`config.mk`:
```
export PLATFORM = sky130hd
export DESIGN_NAME = i2c_scl_timeout_mon
export DESIGN_NICKNAME = d
export VERILOG_FILES = /design/src/rtl/i2c_tmo_pkg.sv /design/src/rtl/i2c_tmo_sync.sv /design/src/rtl/i2c_tmo_bus_state.sv /design/src/rtl/i2c_tmo_counter.sv /design/src/rtl/i2c_scl_timeout_mon.sv
export SDC_FILE = /design/constraint.sdc
export NUM_CORES = 1
export LEC_CHECK = 0
export BUFFER_PORTS_ARGS = -buffer_cell sky130_fd_sc_hd__buf_4
export CAP_MARGIN = 0
export CORE_MARGIN = 4
export CORE_UTILIZATION = 45
export CTS_CLUSTER_SIZE = 40
export DETAILED_ROUTE_END_ITERATION = 8
export GPL_TIMING_DRIVEN = 0
export PLACE_DENSITY = 0.63
export SYNTH_ARGS = -nofsm -noshare
export SYNTH_HDL_FRONTEND = slang
export SYNTH_HIERARCHICAL = 1
export SYNTH_SLANG_ARGS = --single-unit
export TNS_END_PERCENT = 1
```
`constraint.sdc`:
```
create_clock -name clk -period 2.2 [get_ports clk]
set_input_delay 0.33 -clock clk [delete_from_list [all_inputs] [get_ports clk]]
set_output_delay 0.33 -clock clk [all_outputs]
set_load 0.05 [all_outputs]
```
`src/rtl/i2c_tmo_pkg.sv`:
```
package i2c_tmo_pkg;

   typedef struct packed {
      logic scl;
      logic sda;
   } i2c_lines_t;

   typedef enum logic {
      TMO_SHORT = 1'b0,
      TMO_LONG  = 1'b1
   } tmo_sel_e;

   function automatic int unsigned width_for(input int unsigned max_val);
      return (max_val < 2) ? 1 : $clog2(max_val + 1);
   endfunction

endpackage

```
`src/rtl/i2c_tmo_sync.sv`:
```
module i2c_tmo_sync #(
   parameter int unsigned STAGES = 2,
   parameter int unsigned WIDTH  = 2,
   parameter logic [WIDTH-1:0] RST_VAL = '1
) (
   input  logic             clk,
   input  logic             rst_n,
   input  logic [WIDTH-1:0] d,
   output logic [WIDTH-1:0] q
);

   if (STAGES < 2) begin : g_bad_stages
      $error("i2c_tmo_sync: STAGES must be at least 2");
   end
   if (WIDTH < 1) begin : g_bad_width
      $error("i2c_tmo_sync: WIDTH must be at least 1");
   end

   logic [STAGES-1:0][WIDTH-1:0] chain;

   always_ff @(posedge clk or negedge rst_n) begin
      if (!rst_n) begin
         for (int i = 0; i < int'(STAGES); i++) chain[i] <= RST_VAL;
      end else begin
         chain <= {chain[STAGES-2:0], d};
      end
   end

   assign q = chain[STAGES-1];

endmodule

```
`src/rtl/i2c_tmo_bus_state.sv`:
```
module i2c_tmo_bus_state (
   input  logic clk,
   input  logic rst_n,
   input  logic clear,
   input  logic scl,
   input  logic sda,
   output logic busy
);

   logic scl_d, sda_d;
   logic start_cond, stop_cond;

   always_ff @(posedge clk or negedge rst_n) begin
      if (!rst_n) begin
         scl_d <= 1'b1;
         sda_d <= 1'b1;
      end else begin
         scl_d <= scl;
         sda_d <= sda;
      end
   end

   // Data edges only count while the clock line was and still is high.
   assign start_cond = scl & scl_d & sda_d & ~sda;
   assign stop_cond  = scl & scl_d & ~sda_d & sda;

   always_ff @(posedge clk or negedge rst_n) begin
      if (!rst_n)          busy <= 1'b0;
      else if (clear)      busy <= 1'b0;
      else if (start_cond) busy <= 1'b1;
      else if (stop_cond)  busy <= 1'b0;
   end

endmodule

```
`src/rtl/i2c_tmo_counter.sv`:
```
module i2c_tmo_counter
   import i2c_tmo_pkg::*;
#(
   parameter int unsigned PRESCALE     = 64,
   parameter int unsigned PERIOD_SHORT = 256,
   parameter int unsigned PERIOD_LONG  = 512
) (
   input  logic clk,
   input  logic rst_n,
   input  logic run,
   input  logic sel,
   output logic hit
);

   localparam int unsigned CW = width_for(PERIOD_LONG);
   localparam int unsigned PW = width_for(PRESCALE - 1);
   localparam logic [CW-1:0] LIM_SHORT = CW'(PERIOD_SHORT);
   localparam logic [CW-1:0] LIM_LONG  = CW'(PERIOD_LONG);

   if (PRESCALE < 1) begin : g_bad_prescale
      $error("i2c_tmo_counter: PRESCALE must be at least 1");
   end
   if (PERIOD_SHORT < 1) begin : g_bad_short
      $error("i2c_tmo_counter: PERIOD_SHORT must be at least 1");
   end
   if (PERIOD_LONG < PERIOD_SHORT) begin : g_bad_long
      $error("i2c_tmo_counter: PERIOD_LONG must not be below PERIOD_SHORT");
   end

   logic          tick;
   logic [CW-1:0] cnt_q;
   logic [CW-1:0] limit;
   tmo_sel_e      sel_q;
   logic          armed_q;

   // Tick generator: restarts from zero whenever counting is held.
   if (PRESCALE == 1) begin : g_no_prescale
      assign tick = run;
   end else begin : g_prescale
      localparam logic [PW-1:0] PS_LAST = PW'(PRESCALE - 1);
      logic [PW-1:0] ps_q;
      always_ff @(posedge clk or negedge rst_n) begin
         if (!rst_n)               ps_q <= '0;
         else if (!run)            ps_q <= '0;
         else if (ps_q == PS_LAST) ps_q <= '0;
         else                      ps_q <= ps_q + 1'b1;
      end
      assign tick = run & (ps_q == PS_LAST);
   end

   // Limit choice follows the select input only while idle.
   always_ff @(posedge clk or negedge rst_n) begin
      if (!rst_n)    sel_q <= TMO_SHORT;
      else if (!run) sel_q <= tmo_sel_e'(sel);
   end

   assign limit = (sel_q == TMO_LONG) ? LIM_LONG : LIM_SHORT;
   assign hit   = tick & armed_q & (cnt_q == limit);

   always_ff @(posedge clk or negedge rst_n) begin
      if (!rst_n)                                cnt_q <= '0;
      else if (!run)                             cnt_q <= '0;
      else if (tick && armed_q && cnt_q != limit) cnt_q <= cnt_q + 1'b1;
   end

   // One detection per high interval; re-armed once counting is held.
   always_ff @(posedge clk or negedge rst_n) begin
      if (!rst_n)    armed_q <= 1'b1;
      else if (!run) armed_q <= 1'b1;
      else if (hit)  armed_q <= 1'b0;
   end

endmodule

```
`src/rtl/i2c_scl_timeout_mon.sv`:
```
module i2c_scl_timeout_mon
   import i2c_tmo_pkg::*;
#(
   parameter int unsigned SYNC_STAGES  = 2,
   parameter int unsigned PRESCALE     = 64,
   parameter int unsigned PERIOD_SHORT = 256,
   parameter int unsigned PERIOD_LONG  = 512
) (
   input  logic clk,
   input  logic rst_n,
   input  logic scl_in,
   input  logic sda_in,
   input  logic tmo_en,
   input  logic tmo_sel,
   input  logic intf_en,
   input  logic intf_rst,
   input  logic tmo_flag_clr,
   input  logic irq_ack,
   output logic tmo_flag,
   output logic irq_req,
   output logic bus_busy
);

   localparam int unsigned LW = $bits(i2c_lines_t);

   i2c_lines_t raw_lines, sync_lines;
   logic       scl_s, sda_s;
   logic       clear_all;
   logic       bus_busy_q;
   logic       run;
   logic       hit;

   assign raw_lines.scl = scl_in;
   assign raw_lines.sda = sda_in;

   i2c_tmo_sync #(
      .STAGES  (SYNC_STAGES),
      .WIDTH   (LW),
      .RST_VAL ('1)
   ) u_sync (
      .clk   (clk),
      .rst_n (rst_n),
      .d     (raw_lines),
      .q     (sync_lines)
   );

   assign scl_s     = sync_lines.scl;
   assign sda_s     = sync_lines.sda;
   assign clear_all = intf_rst | ~intf_en;

   i2c_tmo_bus_state u_bus (
      .clk   (clk),
      .rst_n (rst_n),
      .clear (clear_all),
      .scl   (scl_s),
      .sda   (sda_s),
      .busy  (bus_busy_q)
   );

   assign run = tmo_en & ~clear_all & bus_busy_q & scl_s;

   i2c_tmo_counter #(
      .PRESCALE     (PRESCALE),
      .PERIOD_SHORT (PERIOD_SHORT),
      .PERIOD_LONG  (PERIOD_LONG)
   ) u_cnt (
      .clk   (clk),
      .rst_n (rst_n),
      .run   (run),
      .sel   (tmo_sel),
      .hit   (hit)
   );

   always_ff @(posedge clk or negedge rst_n) begin
      if (!rst_n)            tmo_flag <= 1'b0;
      else if (clear_all)    tmo_flag <= 1'b0;
      else if (hit)          tmo_flag <= 1'b1;
      else if (tmo_flag_clr) tmo_flag <= 1'b0;
   end

   always_ff @(posedge clk or negedge rst_n) begin
      if (!rst_n)         irq_req <= 1'b0;
      else if (clear_all) irq_req <= 1'b0;
      else if (hit)       irq_req <= 1'b1;
      else if (irq_ack)   irq_req <= 1'b0;
   end

   assign bus_busy = bus_busy_q;

endmodule

```
# After elaboration in Yosys (flattened, before gate mapping)
# Index checks and enable logic that the tools add are counted.
# totals
in_bits,10
out_inout_bits,3
ff_bits,27
# classes
add_sub_neg,2
mux,16
bitwise_logic,16
reduce_logical,5
n_eq_ne,5
# ops
op,count
two-way mux 10 bit,3
two-way mux 6 bit,2
AND 1 bit,11
two-way mux 1 bit,11
"adder 10 x 1 -> 10 bit, second input constant",1
== test 10 bit,1
!= test 10 bit,1
nonzero test 3 bit,3
"adder 6 x 1 -> 6 bit, second input constant",1
"== test 6 bit, second input constant",1
"!= test 2 bit, second input constant",2
NOT 1 bit,4
logical AND 1 bit,2
OR 1 bit,1

# Longest topological paths before layout
# Gate-level depths: netlist of the first run.
# depth
word_depth,11
mapped_depth,9

# By module
# Netlist of the first run, hierarchy kept.
# by_module_without_submodules
mod,cells_each,seq_area_each_um2,n_inst,area_per_inst_um2
i2c_tmo_counter,99,451.7,1,954.7
i2c_tmo_sync,6,105.1,1,120.1
i2c_tmo_bus_state,8,77.6,1,105.1
i2c_scl_timeout_mon,10,50.0,1,93.8

# Least setup slack after synthesis of the first run
# Ideal clock, no wire load.
# synth_path
kind,register to register
start,register u_bus.busy
end,register u_cnt.cnt_q[4]
n_path_buf,1
arrival_ns,2.002
stages_incl_launch_ff,8
setup_slack_ns,0.117
path_cell_list,dfrtp_1 -> nand3_1 -> nor2_1 -> nand4_2 -> or2_0 -> buf_6 -> or4_1 -> a21oi_1
# synth_via
elab_chain_cells,6
elab_cells_between_ends,7
# synth_rtl
item,line_no,rtl
start: declaration,i2c_tmo_bus_state.sv:7,output logic busy
start signal: assignment,i2c_tmo_bus_state.sv:28,if (!rst_n) busy <= 1'b0;
start signal: assignment,i2c_tmo_bus_state.sv:29,else if (clear) busy <= 1'b0;
start signal: assignment,i2c_tmo_bus_state.sv:30,else if (start_cond) busy <= 1'b1;
AND 1 bit (*) (2 in series),i2c_scl_timeout_mon.sv:60,assign run = tmo_en & ~clear_all & bus_busy_q & scl_s;
via run,i2c_scl_timeout_mon.sv:30,logic run;
AND 1 bit,i2c_tmo_counter.sv:48,assign tick = run & (ps_q == PS_LAST);
logical AND 1 bit (2 in series),i2c_tmo_counter.sv:63,else if (tick && armed_q && cnt_q != limit) cnt_q <= cnt_q + 1'b1;
!= test 2 bit (no line),-,
end signal: assignment,i2c_tmo_counter.sv:63,
end: declaration,i2c_tmo_counter.sv:31,logic [CW-1:0] cnt_q;
# Mark *: on every way through the listed nets, which the timed path passes. The rest lies on a longest branch.
# A chain may end at the register's enable or synchronous reset.

# Worst setup path in the final report of the first run
# layout_path
start,"register u_sync.chain, in the netlist u_sync/q[1]"
end,register u_cnt.cnt_q[4]
# layout_via
elab_chain_cells,5
elab_cells_between_ends,6
# layout_rtl
item,line_no,rtl
start: declaration,i2c_tmo_sync.sv:19,logic [STAGES-1:0][WIDTH-1:0] chain;
start signal: assignment,i2c_tmo_sync.sv:25,"chain <= {chain[STAGES-2:0], d};"
AND 1 bit (*),i2c_scl_timeout_mon.sv:60,
via run,i2c_scl_timeout_mon.sv:30,
AND 1 bit,i2c_tmo_counter.sv:48,
logical AND 1 bit (2 in series),i2c_tmo_counter.sv:63,
!= test 2 bit (no line),-,
# Marks and branches as above.

==> results of run 1 <==
-- layout by cell type (no fill, tap or decap), types with 2 or more instances in the layout --
cell type  count
inv_1          4
nor4_1         4
a21oi_1        6
nand4_1        2
nor2_1        12
or4_1          2
or2_2          2
nor4b_1        2
nor3_1         2
dfstp_2        7
nand2b_1       4
ha_1           3
mux2i_1        3
nand3_1       12
nand2_1       10
clkbuf_4       3
xnor2_1        5
o21ai_0        4
buf_4         15
dfrtp_1       20
xor2_1         2
-- final timing paths --
| path | slack (ps) | endpoint | cells after the start | startpoint |
|---|---|---|---|---|
| max | 100 | u_cnt/cnt_q[4] | 8 | u_sync/q[1] |
| max reg2reg | 100 | u_cnt/cnt_q[4] | 8 | u_sync/q[1] |
| min reg2reg | 370 | u_sync/q[0] | 0 | u_sync/chain[0] |
| min | 90 | u_sync/chain[1] | 1 | scl_in |
| max in group asynchronous | 1470 | u_bus/sda_d | 2 | rst_n |
| min in group asynchronous | 430 | u_cnt/g_prescale.ps_q[5] | 2 | rst_n |
-- per-layer routing --
layer,vias up,wire [um],GRT usage (%)
li1,464,-,-
met1,439,1101,18.60
met2,12,1040,22.96
met3,2,113,5.241
met4,0,20,3.715
met5,-,0,0
-- where the power goes --
part | internal [uW] | total (uW) | switching (uW)
Clock | 74.1 | 225 | 151
Sequential | 508 | 511 | 3.38
Combinational | 16.8 | 32.7 | 15.9
-- kinds of logic (layout without fill, tap and decap cells) --
kind of cell | count (synthesis) | count (layout) | synth area share [%]
and+or+nand+nor | 59 | 59 | 25.05
DFF | 27 | 27 | 53.73
AOI/OAI and AO/OA | 14 | 14 | 6.386
buffers and inverters | 9 | 27 | 3.830
xor gates and xnor gates | 7 | 7 | 4.813
muxes | 4 | 4 | 3.242
adders and majority gates | 3 | 3 | 2.947
-- stage by stage --
| stage | worst slack, ps | instances | hold slack, ps |
|---|---|---|---|
| floorplan | 117.3 | 123 | 34.41 |
| CTS | 79.27 | 172 | 64.65 |
| global route | 8.070 | 172 | 43.11 |
| detailed placement | 33.83 | 166 | 263.8 |
| global placement | 87.22 | 166 | 256.9 |
| finish | 102.5 | 172 | 86.75 |
-- what timing repair did --
| item | 4_1_cts | 5_1_grt |
|---|---|---|
| hold buffers | 1 | 0 |
| endpoints found under the hold margin | 20 | 0 |
| endpoints found under the setup margin | 1 | 0 |
| setup buffers | 1 | 0 |
-- registers in the layout, summed over array words and instances, names as in the netlist --
signal and cells:
tmo_flag 1, u_cnt/cnt_q 10, u_sync/chain 2, u_bus/busy 1, irq_req 1, u_cnt/sel_q 1
u_cnt/g_prescale.ps_q 6, u_bus/scl_d 1, u_cnt/armed_q 1, u_sync/q 2, u_bus/sda_d 1
-- worst max-delay path: stages (launching register included) --
cell     delay (ps)
dfstp_2         560
buf_4           120
nand3_1          70
nor2_1          160
nand4_2         110
or2_0           250
buf_6           140
or4_1           460
a21oi_1         160
-- final cells by class --
type,count,area [um2]
timing repair buffer,14,107.6
multi-input combinational,87,540.5
buffer,4,30.03
clock buffer,3,22.52
tap,31,38.79
clock inverter,1,8.758
sequential,27,684.4
inverter,5,18.77
fill,255,1282
==> metrics.txt, run 1 <==
Resized cells post-CTS=0; die area=0.003745 mm2; IO Count=13; Area Overhead vs Synth=13.95%; Distinct cells, synth=35; Yosys warning total=6; crit path time final=2098 ps; P per Cell Area=529.7 mW/mm2; Routed Wire Length=about 2300 um; CTS tree=done; DIE WIDTH=between 60 and 70 um; synthesized flop and latch total=27; Total GRT Usage=14.41%; Cell Area, Synth=~0.0013 mm2; CTS Sinks=27; n_diodes=0; Fin. Hold Viols=0; Hold Path Class=in2reg; final antenna-violating net count=0; top cells by area, synth=dfrtp_1 (39%), dfstp_2 (14%), nand3_1 (4.7%); DRC Markers=0; max-slew violation count=0; CP max FO=10; LEAKAGE=roughly 0.00057 uW; most frequent cells after synthesis=dfrtp_1 (20), nand3_1 (12), nor2_1 (12); fin nets=between 150 and 200; crit path launch type=flop; clock-pin slew on the worst setup and hold paths=about 150 ps; max cap viols=0; Port Buffer Count=12; Worst Path Required=approximately 2500 ps; Seq/Total Area, Yosys=53.73%; DR WL/cell=13.23 um; top-area cell type share of the netlist area=39.29%; Setup TNS=0 ps; RSZ-0062 raised after global routing=false; DP Area=0.001403 mm2; max_slew headroom=72.28%; cell chosen for the clock root=clkbuf_4; CTS max path bufs=2; largest net degree at the start of global routing=28; arrival time worst endpoint=2350 ps; CP Class=reg2reg; VDD IR-drop max=570.0 uV; Setup crit end kind=flop; fmax=476.8 MHz; Final GP Congestion=between 0.7 and 0.8; total gr overflow=0; Tcrit/Tclk final=95.34%; row count=19; EDFF count, synth=0; Async SR Flop Fraction=100.0%; initial core utilization=46.59%; vias in the first global route=876; first-pass GRT wire length=3967 um; Least-Margin Pin Slew=415.8 ps; status=completed; Placeable Area=0.002734 mm2; Initial DRT Pass Iterations=4; Via density=5.331; Power, Total=768.8 uW; initial antenna violation count=0; # setup viols final=0; later-pin clock latency in the skew report=about 330 ps; post-route core utilization=53.09%; Die Y=61.20 um; share of layout cells above drive strength 1=22.70%; H-tree depth=1; Initial DRC Count=8; Num CTS Buffers=3; Mean Syn Cell Area=10.36 um2; via count=917; Syn Nets=136; Main synth FF type=dfrtp_1; Cells after Synth=around 120; area leader, netlist=dfrtp_1; Finished Cell Area=approximately 0.0015 mm2; Setup Skew=9.099 ps; cell with the most instances after synthesis=dfrtp_1; hpwl dp=between 1500 and 2000 um
No activity file was read; power rests on OpenSTA's default activity.
==> run 2: changes to the inputs <==
==> constraint.sdc (replaced) <==
create_clock -name clk -period 2.2 [get_ports clk]
set_input_delay 0.22 -clock clk [delete_from_list [all_inputs] [get_ports clk]]
set_output_delay 0.22 -clock clk [all_outputs]
set_load 0.05 [all_outputs]
==> metrics.txt, run 2 (same netlist as run 1, synthesis figures left out) <==
worst stage delay on the critical path=560 ps; later-pin clock latency in the skew report=330 ps; Reg2Reg Setup Slack=100 ps; commonest non-fill, non-tap cell in the layout=dfrtp_1; placed insts=166; CP Cell Sequence=buf_4 -> nand3_1 -> nor2_1 -> nand4_2 -> or2_0 -> buf_6 -> or4_1 -> a21oi_1; # setup viols final=0; initial antenna violation count=0; CTS max path bufs=2; Total GRT Usage=14.54%; Comb power frac=~4.6%; CP max FO=10; vias in the first global route=886; total gr overflow=0; Finished Cell Area=between 0.001 and 0.0015 mm2; H-tree depth=1; Hold Path Class=in2reg; final antenna-violating net count=0; Layout fillers=253; Placeable Area=around 0.0027 mm2; Area Overhead vs Synth=15.52%; fin nets=157; status=completed; Initial DRT Pass Iterations=4; Critical Path Source=u_sync/q[1]; max_slew headroom=71.62%; VDD IR-drop max=569.1 uV; clock-pin slew on the worst setup and hold paths=150 ps; CTS tree=done; Setup crit end kind=flop; initial core utilization=46.59%; die area=between 0.003 and 0.004 mm2; Reg-to-Reg Start=u_sync/q[1]; P per Cell Area=524.1 mW/mm2; share of layout cells above drive strength 1=between 20 and 25%; Worst Hold Launch=tmo_sel; P_int=601.1 uW; largest reg by FF count=u_cnt/cnt_q; crit path launch type=flop; cell chosen for the clock root=clkbuf_4; IO Count=13; Non-Filler Instances=174; Die Y=61.20 um; DIE WIDTH=61.20 um; fmax=476.2 MHz; Setup TNS=0 ps; post-route core utilization=53.82%; CTS Sinks=27; DRC Markers=0; via count=929; max-slew violation count=0; Final GP Congestion=0.7574; RSZ-0062 raised after global routing=false; P_sw=roughly 170 uW; DP Area=0.001403 mm2; DR WL/cell=approximately 13 um; Reg power frac=66.3%; Least-Margin Pin Slew=about 430 ps; CP Class=reg2reg; Setup Skew=9.720 ps; Via density=5.339; crit path time final=2100 ps; LEAKAGE=0.0005759 uW; row count=19; n_diodes=0; crit path buf inv count=2; Tcrit/Tclk final=95.45%; Port Buffer Count=12; max cap viols=0; Initial DRC Count=16; max reg flops=10; Clock power frac=29.1%; Routed Wire Length=roughly 2300 um; Num CTS Buffers=3; most frequent cells in the layout=dfrtp_1 (20), buf_4 (15), nand3_1 (12), nor2_1 (12), nand2_1 (10); hpwl dp=between 1500 and 2000 um; Fin. Hold Viols=0; Worst path slowest cell=dfstp_2; sw frac=around 22%; largest net degree at the start of global routing=28; Worst Path Required=2450 ps; arrival time worst endpoint=2350 ps; first-pass GRT wire length=4008 um; biggest regs=u_cnt/cnt_q (10), u_cnt/g_prescale.ps_q (6); Crit path max-delay family=simple AND/OR/NAND/NOR gates
[run 2: cell types whose count changed in the layout (fill, tap and decap cells not counted)]
cell | previous run | this run
dlygate4sd3_1 | 1 | 3
[run 2: what timing repair did]
item | 4_1_cts | 5_1_grt
setup buffers | 1 | 0
setup endpoints to repair | 1 | 0
resized for setup | 0 | 0
endpoints found under the hold margin | 22 | 0
hold buffers | 3 | 0
[run 2: worst paths after layout]
path / cells after the start / end
worst max register to register: 8 / u_cnt/cnt_q[4]
worst min register to register: 0 / u_sync/q[0]
max in group asynchronous: 2 / u_bus/sda_d
worst max-delay path: 8 / u_cnt/cnt_q[4]
min in group asynchronous: 2 / u_cnt/g_prescale.ps_q[5]
worst min-delay path: 2 / u_cnt/sel_q
[run 2: worst reg2reg max path: stages (launching register included)]
cell     delay [ps]
dfstp_2         560
buf_4           120
nand3_1          70
nor2_1          160
nand4_2         110
or2_0           250
buf_6           140
or4_1           460
a21oi_1         160
[run 2: per-layer routing]
metal,track usage [%],wire (um),vias to the layer above
met4,3.715,20,0
li1,-,-,467
met1,18.73,1064,448
met3,5.241,113,2
met5,0,0,-
met2,23.26,1061,12
[run 2: stage by stage]
step | power (uW) | setup WS (ps) | hold slack, ps
floorplan | 527.9 | 117.3 | -75.59
global placement | 550.6 | 87.22 | 146.9
detailed placement | 552.8 | 33.83 | 153.8
CTS | 791.2 | 79.27 | 89.27
global route | 814.9 | 8.070 | 88.97
finish | 771.2 | 100.0 | 111.1
[run 2: power groups by stage]
stage                     Combinational (uW)  Clock (uW)  Sequential [uW]
after global routing                    40.6         262              512
after global placement                  31.5           0              519
final                                   35.6         224              511
after detailed placement                32.8           0              520
after CTS                               36.9         243              511
after floorplan                         7.92           0              520
[run 2: layout make-up]
| cell class | instances | area (um2) | area share [%] |
|---|---|---|---|
| flip-flops and latches | 27 | 684.4 | 46.51 |
| multi-input cells | 87 | 540.5 | 36.73 |
| repair buffers | 16 | 127.6 | 8.673 |
| well taps | 31 | 38.79 | 2.636 |
| plain buffers | 4 | 30.03 | 2.041 |
| clock buffers | 3 | 22.52 | 1.531 |
| inverters | 5 | 18.77 | 1.276 |
| clock inverters | 1 | 8.758 | 0.5952 |
